## src/rtl/spi_burst_pkg.sv

```systemverilog
package spi_burst_pkg;

  // register byte offsets
  localparam logic [7:0] OFF_ENABLE = 8'h00;
  localparam logic [7:0] OFF_CLKDIV = 8'h04;
  localparam logic [7:0] OFF_PINS   = 8'h08;
  localparam logic [7:0] OFF_TXDATA = 8'h10;
  localparam logic [7:0] OFF_SHIFT  = 8'h14;
  localparam logic [7:0] OFF_RXDATA = 8'h18;

  // shift-control field positions
  localparam int SH_START_BIT = 31;
  localparam int SH_CS_LSB    = 28;
  localparam int SH_TERM_BIT  = 26;

  // pin-level register field positions
  localparam int PIN_CS_LSB   = 16;
  localparam int PIN_SCK_BIT  = 8;
  localparam int PIN_MOSI_BIT = 0;

  typedef enum logic {
    ENG_IDLE = 1'b0,
    ENG_RUN  = 1'b1
  } eng_state_t;

endpackage

```

## src/rtl/spi_burst_regs.sv

```systemverilog
module spi_burst_regs
  import spi_burst_pkg::*;
#(
  parameter int ADDR_W = 8,
  parameter int DATA_W = 32,
  parameter int DIV_W  = 6,
  parameter int NUM_CS = 3,
  localparam int CNT_W = $clog2(DATA_W + 1)
) (
  input  logic              clk,
  input  logic              rst,
  input  logic [ADDR_W-1:0] bus_addr,
  input  logic              bus_we,
  input  logic [DATA_W-1:0] bus_wdata,
  output logic [DATA_W-1:0] bus_rdata,
  input  logic              busy,
  input  logic              done,
  input  logic [DATA_W-1:0] rx_word,
  output logic              en_q,
  output logic [DIV_W-1:0]  div_q,
  output logic [NUM_CS-1:0] idle_cs_q,
  output logic              idle_sck_q,
  output logic              idle_mosi_q,
  output logic [DATA_W-1:0] tx_word_q,
  output logic [DATA_W-1:0] rx_word_q,
  output logic              start,
  output logic [NUM_CS-1:0] new_mask,
  output logic              new_term,
  output logic [CNT_W-1:0]  new_count,
  output logic [NUM_CS-1:0] cmd_mask_q,
  output logic              cmd_term_q,
  output logic [CNT_W-1:0]  cmd_count_q
);

  localparam logic [CNT_W-1:0] MAX_CNT = CNT_W'(DATA_W);

  logic hit_shift;
  logic cnt_ok;
  logic [DATA_W-1:0] rd_mux;

  assign new_mask  = bus_wdata[SH_CS_LSB +: NUM_CS];
  assign new_term  = bus_wdata[SH_TERM_BIT];
  assign new_count = bus_wdata[CNT_W-1:0];
  assign cnt_ok    = (new_count != '0) && (new_count <= MAX_CNT);
  assign hit_shift = bus_we && (bus_addr == ADDR_W'(OFF_SHIFT));
  assign start     = hit_shift && bus_wdata[SH_START_BIT] && en_q && !busy && cnt_ok;

  always_comb begin
    rd_mux = '0;
    if (bus_addr == ADDR_W'(OFF_ENABLE)) begin
      rd_mux[0] = en_q;
    end else if (bus_addr == ADDR_W'(OFF_CLKDIV)) begin
      rd_mux[DIV_W-1:0] = div_q;
    end else if (bus_addr == ADDR_W'(OFF_PINS)) begin
      rd_mux[PIN_CS_LSB +: NUM_CS] = idle_cs_q;
      rd_mux[PIN_SCK_BIT]          = idle_sck_q;
      rd_mux[PIN_MOSI_BIT]         = idle_mosi_q;
    end else if (bus_addr == ADDR_W'(OFF_TXDATA)) begin
      rd_mux = tx_word_q;
    end else if (bus_addr == ADDR_W'(OFF_SHIFT)) begin
      rd_mux[SH_START_BIT]          = busy;
      rd_mux[SH_CS_LSB +: NUM_CS]   = cmd_mask_q;
      rd_mux[SH_TERM_BIT]           = cmd_term_q;
      rd_mux[CNT_W-1:0]             = cmd_count_q;
    end else if (bus_addr == ADDR_W'(OFF_RXDATA)) begin
      rd_mux = rx_word_q;
    end
  end

  always_ff @(posedge clk) begin
    if (rst) begin
      en_q        <= 1'b0;
      div_q       <= '0;
      idle_cs_q   <= '1;
      idle_sck_q  <= 1'b0;
      idle_mosi_q <= 1'b0;
      tx_word_q   <= '0;
      rx_word_q   <= '0;
      cmd_mask_q  <= '0;
      cmd_term_q  <= 1'b0;
      cmd_count_q <= '0;
      bus_rdata   <= '0;
    end else begin
      bus_rdata <= rd_mux;
      if (bus_we) begin
        if (bus_addr == ADDR_W'(OFF_ENABLE)) en_q <= bus_wdata[0];
        if (bus_addr == ADDR_W'(OFF_CLKDIV)) div_q <= bus_wdata[DIV_W-1:0];
        if (bus_addr == ADDR_W'(OFF_PINS)) begin
          idle_cs_q   <= bus_wdata[PIN_CS_LSB +: NUM_CS];
          idle_sck_q  <= bus_wdata[PIN_SCK_BIT];
          idle_mosi_q <= bus_wdata[PIN_MOSI_BIT];
        end
        if (bus_addr == ADDR_W'(OFF_TXDATA)) tx_word_q <= bus_wdata;
      end
      if (start) begin
        cmd_mask_q  <= new_mask;
        cmd_term_q  <= new_term;
        cmd_count_q <= new_count;
      end
      if (done) rx_word_q <= rx_word;
    end
  end

endmodule

```

## src/rtl/spi_burst_baud.sv

```systemverilog
module spi_burst_baud #(
  parameter int DIV_W = 6
) (
  input  logic             clk,
  input  logic             rst,
  input  logic             run,
  input  logic [DIV_W-1:0] div,
  output logic             tick
);

  logic [DIV_W-1:0] cnt_q;

  assign tick = run && (cnt_q == div);

  always_ff @(posedge clk) begin
    if (rst || !run || tick) begin
      cnt_q <= '0;
    end else begin
      cnt_q <= cnt_q + 1'b1;
    end
  end

endmodule

```

## src/rtl/spi_burst_shifter.sv

```systemverilog
module spi_burst_shifter
  import spi_burst_pkg::*;
#(
  parameter int DATA_W = 32,
  parameter int DIV_W  = 6,
  parameter int NUM_CS = 3,
  localparam int CNT_W = $clog2(DATA_W + 1)
) (
  input  logic              clk,
  input  logic              rst,
  input  logic              en,
  input  logic [DIV_W-1:0]  div,
  input  logic [NUM_CS-1:0] idle_cs,
  input  logic              idle_sck,
  input  logic              idle_mosi,
  input  logic              start,
  input  logic [NUM_CS-1:0] new_mask,
  input  logic              new_term,
  input  logic [CNT_W-1:0]  new_count,
  input  logic [DATA_W-1:0] tx_word,
  input  logic              miso,
  output logic              busy,
  output logic              done,
  output logic [DATA_W-1:0] rx_word,
  output logic              sck,
  output logic              mosi,
  output logic [NUM_CS-1:0] cs_n
);

  localparam logic [CNT_W:0] FULL_W = (CNT_W+1)'(DATA_W);

  eng_state_t        state_q;
  logic [DATA_W-1:0] tx_sr_q;
  logic [DATA_W-1:0] rx_sr_q;
  logic [CNT_W-1:0]  left_q;
  logic              term_q;
  logic [NUM_CS-1:0] hold_q;
  logic [NUM_CS-1:0] hold_nxt;
  logic              tick;
  logic              last_fall;
  logic [CNT_W:0]    align_amt;
  logic [DATA_W-1:0] aligned;

  spi_burst_baud #(.DIV_W(DIV_W)) u_baud (
    .clk  (clk),
    .rst  (rst),
    .run  (busy),
    .div  (div),
    .tick (tick)
  );

  assign busy      = (state_q == ENG_RUN);
  assign last_fall = busy && tick && sck && (left_q == CNT_W'(1));
  assign done      = last_fall && en;
  assign rx_word   = rx_sr_q;
  assign align_amt = FULL_W - {1'b0, new_count};
  assign aligned   = tx_word << align_amt;

  always_comb begin
    hold_nxt = hold_q;
    if (!en) begin
      hold_nxt = '0;
    end else if (!busy && start) begin
      hold_nxt = new_mask;
    end else if (last_fall && term_q) begin
      hold_nxt = '0;
    end
  end

  always_ff @(posedge clk) begin
    if (rst) begin
      state_q <= ENG_IDLE;
      tx_sr_q <= '0;
      rx_sr_q <= '0;
      left_q  <= '0;
      term_q  <= 1'b0;
      hold_q  <= '0;
      sck     <= 1'b0;
      mosi    <= 1'b0;
      cs_n    <= '1;
    end else begin
      hold_q <= hold_nxt;
      cs_n   <= idle_cs & ~hold_nxt;
      if (!en) begin
        state_q <= ENG_IDLE;
        sck     <= idle_sck;
        mosi    <= idle_mosi;
      end else begin
        case (state_q)
          ENG_IDLE: begin
            sck  <= idle_sck;
            mosi <= idle_mosi;
            if (start) begin
              state_q <= ENG_RUN;
              sck     <= 1'b0;
              tx_sr_q <= aligned;
              mosi    <= aligned[DATA_W-1];
              rx_sr_q <= '0;
              left_q  <= new_count;
              term_q  <= new_term;
            end
          end
          ENG_RUN: begin
            if (tick) begin
              if (!sck) begin
                sck     <= 1'b1;
                rx_sr_q <= {rx_sr_q[DATA_W-2:0], miso};
              end else begin
                sck     <= 1'b0;
                tx_sr_q <= tx_sr_q << 1;
                mosi    <= tx_sr_q[DATA_W-2];
                left_q  <= left_q - 1'b1;
                if (left_q == CNT_W'(1)) begin
                  state_q <= ENG_IDLE;
                  mosi    <= idle_mosi;
                end
              end
            end
          end
          default: state_q <= ENG_IDLE;
        endcase
      end
    end
  end

endmodule

```

## src/rtl/spi_burst_host.sv

```systemverilog
module spi_burst_host #(
  parameter int ADDR_W = 8,
  parameter int DATA_W = 32,
  parameter int DIV_W  = 6,
  parameter int NUM_CS = 3
) (
  input  logic              clk,
  input  logic              rst,
  input  logic [ADDR_W-1:0] bus_addr,
  input  logic              bus_we,
  input  logic [DATA_W-1:0] bus_wdata,
  output logic [DATA_W-1:0] bus_rdata,
  output logic              spi_sck,
  output logic              spi_mosi,
  input  logic              spi_miso,
  output logic [NUM_CS-1:0] spi_cs_n
);

  localparam int CNT_W = $clog2(DATA_W + 1);

  logic              en_q;
  logic [DIV_W-1:0]  div_q;
  logic [NUM_CS-1:0] idle_cs_q;
  logic              idle_sck_q;
  logic              idle_mosi_q;
  logic [DATA_W-1:0] tx_word_q;
  logic [DATA_W-1:0] rx_word_q;
  logic              start;
  logic [NUM_CS-1:0] new_mask;
  logic              new_term;
  logic [CNT_W-1:0]  new_count;
  logic [NUM_CS-1:0] cmd_mask_q;
  logic              cmd_term_q;
  logic [CNT_W-1:0]  cmd_count_q;
  logic              busy;
  logic              done;
  logic [DATA_W-1:0] rx_word;

  spi_burst_regs #(
    .ADDR_W(ADDR_W), .DATA_W(DATA_W), .DIV_W(DIV_W), .NUM_CS(NUM_CS)
  ) u_regs (
    .clk         (clk),
    .rst         (rst),
    .bus_addr    (bus_addr),
    .bus_we      (bus_we),
    .bus_wdata   (bus_wdata),
    .bus_rdata   (bus_rdata),
    .busy        (busy),
    .done        (done),
    .rx_word     (rx_word),
    .en_q        (en_q),
    .div_q       (div_q),
    .idle_cs_q   (idle_cs_q),
    .idle_sck_q  (idle_sck_q),
    .idle_mosi_q (idle_mosi_q),
    .tx_word_q   (tx_word_q),
    .rx_word_q   (rx_word_q),
    .start       (start),
    .new_mask    (new_mask),
    .new_term    (new_term),
    .new_count   (new_count),
    .cmd_mask_q  (cmd_mask_q),
    .cmd_term_q  (cmd_term_q),
    .cmd_count_q (cmd_count_q)
  );

  spi_burst_shifter #(
    .DATA_W(DATA_W), .DIV_W(DIV_W), .NUM_CS(NUM_CS)
  ) u_shift (
    .clk       (clk),
    .rst       (rst),
    .en        (en_q),
    .div       (div_q),
    .idle_cs   (idle_cs_q),
    .idle_sck  (idle_sck_q),
    .idle_mosi (idle_mosi_q),
    .start     (start),
    .new_mask  (new_mask),
    .new_term  (new_term),
    .new_count (new_count),
    .tx_word   (tx_word_q),
    .miso      (spi_miso),
    .busy      (busy),
    .done      (done),
    .rx_word   (rx_word),
    .sck       (spi_sck),
    .mosi      (spi_mosi),
    .cs_n      (spi_cs_n)
  );

endmodule

```

## config.mk

```make
export PLATFORM = sky130hd
export DESIGN_NAME = spi_burst_host
export DESIGN_NICKNAME = d
export VERILOG_FILES = /design/src/rtl/spi_burst_pkg.sv /design/src/rtl/spi_burst_regs.sv /design/src/rtl/spi_burst_baud.sv /design/src/rtl/spi_burst_shifter.sv /design/src/rtl/spi_burst_host.sv
export SDC_FILE = /design/constraint.sdc
export NUM_CORES = 1
export LEC_CHECK = 0
export CAP_MARGIN = 30
export CORE_ASPECT_RATIO = 1.5
export CORE_UTILIZATION = 55
export DETAILED_ROUTE_END_ITERATION = 7
export DONT_BUFFER_PORTS = 1
export PLACE_DENSITY_LB_ADDON = 0.25
export SLEW_MARGIN = 10
export SYNTH_ARGS = -nofsm -noshare
export SYNTH_HDL_FRONTEND = slang
export SYNTH_SLANG_ARGS = --single-unit
```

## constraint.sdc

```tcl
create_clock -name clk -period 6.9 [get_ports clk]
set_input_delay 1.38 -clock clk [delete_from_list [all_inputs] [get_ports clk]]
set_output_delay 1.38 -clock clk [all_outputs]
set_load 0.1 [all_outputs]
```

==> flow_metrics.env <==
export IMPL_status="finished with violations"
export IMPL_violations="DRC"
export IMPL_synth_edf_count=0
export IMPL_synthMostInstantiatedCell="dfxtp_1"
export IMPL_yosysWarnings=0
export IMPL_grt_total_usage_pct=29.16
export IMPL_critPathLaunch="bus_wdata[0]"
export IMPL_cts_clk_slew_worst_paths_ns=0.07
export IMPL_cts_root_buf="clkbuf_16"
export IMPL_wl_per_cell_um=20.52
export IMPL_grt_pass1_vias=8081
export IMPL_worst_slew_margin_rel_pct=32.05
export IMPL_initial_utilization_pct=56.53
export IMPL_cts_repair_resized=0
export IMPL_sequentialPowerShare_pct=48.2
export IMPL_grt_max_degree=168
export IMPL_p_leak_nw=3.507
export IMPL_path_class="input pin to register"
export IMPL_synth_seq_cells=203
export IMPL_worstHoldPathType="register to register"
export IMPL_fin_setup_tns_ns=0
export IMPL_skew_ns=0.01193
export IMPL_cp_start_kind="input pin"
export IMPL_num_antenna_cells=0
export IMPL_synthArstFlopShare_pct=0
export IMPL_die_y_um=166.2
export IMPL_rows=59
export IMPL_finalCritPeriodShare_pct=64.54
export IMPL_utilization_pct=60.25
export IMPL_synth_area_um2=9889
export IMPL_maxCapViolations=0
export IMPL_hold_start="u_shift.hold_q[1]$_SDFF_PP0_"
export IMPL_drt_total_wl_um=27270
export IMPL_hold_ws_ns=0.4466
export IMPL_min_period_ns=4.453
export IMPL_syn_inst=1163
export IMPL_drt_first_iter_violations=910
export IMPL_grt_overflow_total=0
export IMPL_worstMarginPinSlew_ns=1.018
export IMPL_switching_power_uw=542.1
export IMPL_worst_path_max_fanout=41
export IMPL_rsz0062_at_grt="no"
export IMPL_ys_flop_type="dfxtp_1"
export IMPL_post_cts_buffers=0
export IMPL_drtPass1Iterations=8
export IMPL_pre_cts_ws_ns=2.002
export IMPL_cts_sinks=203
export IMPL_timing_rr_start="u_shift.busy$_SDFF_PP0_"
export IMPL_final_area_um2=10540
export IMPL_die_w_um=111.5
export IMPL_syn_nets=1211
export IMPL_clkLatencyLatePin_ns=0.50
export IMPL_synthTopCellsByCount="dfxtp_1, nand2_1, nor2_1, a21oi_1, mux2i_1"
export IMPL_cts_buffers=21
export IMPL_gp_congestion=0.9105
export IMPL_p_sw_share_pct=22.29
export IMPL_core_area_um2=17500
export IMPL_required_ns=7.33
export IMPL_antenna_found_initial=0
export IMPL_io_pins=81
export IMPL_finalMaxSlewViolations=0
export IMPL_arrival_ns=4.88
export IMPL_drcViolationCount=6
export IMPL_yosysSeqAreaShare_pct=41.09
export IMPL_synth_avg_cell_area_um2=8.503
export IMPL_synth_cell_types=75
export IMPL_postCtsHoldBufs=0
export IMPL_setup_viol=0
export IMPL_antenna_left=0
export IMPL_placed_cell_area_um2=9838
export IMPL_peakVddDrop_mv=0.1906
export IMPL_power_frac_comb_pct=3.8
export IMPL_synth_top_cell_area_share_pct=41.09
export IMPL_p_int_mw=1.890
export IMPL_hold_viol_final=0
export IMPL_cts_tree="built"
export IMPL_synth_area_leaders="dfxtp_1, mux2i_1, nand2_1"
export IMPL_nets=1151
export IMPL_fin_ws_ns=2.447
export IMPL_p_per_area_nw_per_um2=230.7
export IMPL_p_clk_share_pct=47.9
export IMPL_avgViaCountPerCell=6.433
export IMPL_dieArea_um2=18530
export IMPL_syn2layout_area_growth_pct=6.592
export IMPL_crit_path_end_kind="register"
export IMPL_synth_top_area_cell="dfxtp_1"
export IMPL_drive_gt1_share_pct=10.39
export IMPL_cts_path_max_buffers=3
export IMPL_portBuffers=0
export IMPL_nFillCells=1574
export IMPL_vias=8550
export IMPL_clock_fmax_mhz=224.6
export IMPL_htree_num_levels=1
export IMPL_dpl_hpwl_um=18710
export IMPL_grt_pass1_wl_um=43420
[worst max-delay path, cell delays in order]
cell and delay (ns):
clkinv_1 0.54, ha_1 0.64, nor4b_2 0.25, o2bb2ai_1 0.26, nand2_1 0.56, nand2_2 0.83, o21ai_0 0.22, a21oi_1 0.19
[cell type report]
class	instances	area (µm²)	area share, %
Tap cell	213	266.5	2.528
Clock buffer	27	588.1	5.579
Inverter	10	37.54	0.3561
Multi-Input combinational cell	853	5336	50.62
Timing Repair Buffer	14	132.6	1.258
Clock inverter	9	115.1	1.092
Sequential cell	203	4065	38.56
[path summary, 6_finish.rpt]
kind	to	slack, ns	cells past startpoint
min reg2reg	u_shift.cs_n[1]$_SDFF_PP1_	0.45	1
max	u_shift.left_q[3]$_SDFFE_PP0P_	2.45	8
min	u_shift.cs_n[1]$_SDFF_PP1_	0.45	1
max reg2reg	u_shift.tx_sr_q[22]$_SDFFE_PP0P_	3.46	6
[placed cells by master, fill, tap and decap left out, types with 7 or more instances in the layout]
| master | count |
|---|---|
| mux2i_1 | 68 |
| dfxtp_1 | 202 |
| xor2_1 | 9 |
| nor3_1 | 33 |
| and3_1 | 9 |
| clkbuf_16 | 21 |
| nor2_1 | 126 |
| a22oi_1 | 33 |
| a21oi_1 | 119 |
| a31oi_1 | 8 |
| nand2_1 | 175 |
| inv_1 | 9 |
| o21bai_1 | 12 |
| o211ai_1 | 7 |
| buf_4 | 11 |
| nand3_1 | 60 |
| mux2_2 | 28 |
| mux4_2 | 11 |
| a221oi_1 | 13 |
| a211oi_1 | 14 |
| o21ai_0 | 20 |
[logic make-up after synthesis]
kind of cell,Yosys count,share of synthesized area (%)
buffers and inverters,107,5.225
flip-flops,203,41.09
AND/OR/NAND/NOR,454,20.65
AO/OA/AOI/OAI,274,18.46
adder cells (fa/ha/maj),4,0.5061
XOR/XNOR,13,1.227
multiplexers,108,12.84
[state kept, by name, indices dropped and copies added (netlist names)]
| signal | count |
|---|---|
| u_shift.rx_word | 32 |
| u_regs.idle_cs_q | 3 |
| u_regs.div_q | 6 |
| u_regs.cmd_mask_q | 3 |
| u_regs.rx_word_q | 32 |
| u_shift.hold_q | 3 |
| u_shift.tx_sr_q | 31 |
| u_shift.mosi | 1 |
| u_shift.left_q | 6 |
| u_regs.idle_mosi_q | 1 |
| u_regs.cmd_term_q | 1 |
| u_shift.busy | 1 |
| u_shift.term_q | 1 |
| u_shift.u_baud.cnt_q | 6 |
| u_regs.idle_sck_q | 1 |
| u_shift.sck | 1 |
| u_regs.bus_rdata | 32 |
| u_regs.en_q | 1 |
| u_regs.cmd_count_q | 6 |
| u_regs.tx_word_q | 32 |
| u_shift.cs_n | 3 |
[metal layers]
layer,up-vias,track usage [%],routed length (µm)
met5,-,0,0
met1,4121,36.10,10870
met3,85,3.613,1488
met2,296,48.91,13520
li1,4048,-,-
met4,0,16.39,1388
[stage by stage]
step | power (mW) | std cells
5_1_grt | 2.491 | 1329
3_3_place_gp | 1.290 | 1290
4_1_cts | 2.442 | 1329
3_5_place_dp | 1.291 | 1293
2_1_floorplan | 1.300 | 1163
6_report | 2.432 | 1329
[power by group through the flow]
stage | Combinational [mW] | Clock [mW] | Sequential, mW
6_report | 0.0934 | 1.17 | 1.17
5_1_grt | 0.101 | 1.22 | 1.17
4_1_cts | 0.0923 | 1.18 | 1.17
3_5_place_dp | 0.0919 | 0 | 1.20
3_3_place_gp | 0.0910 | 0 | 1.20
2_1_floorplan | 0.101 | 0 | 1.20
No activity file was read; power rests on OpenSTA's default activity.
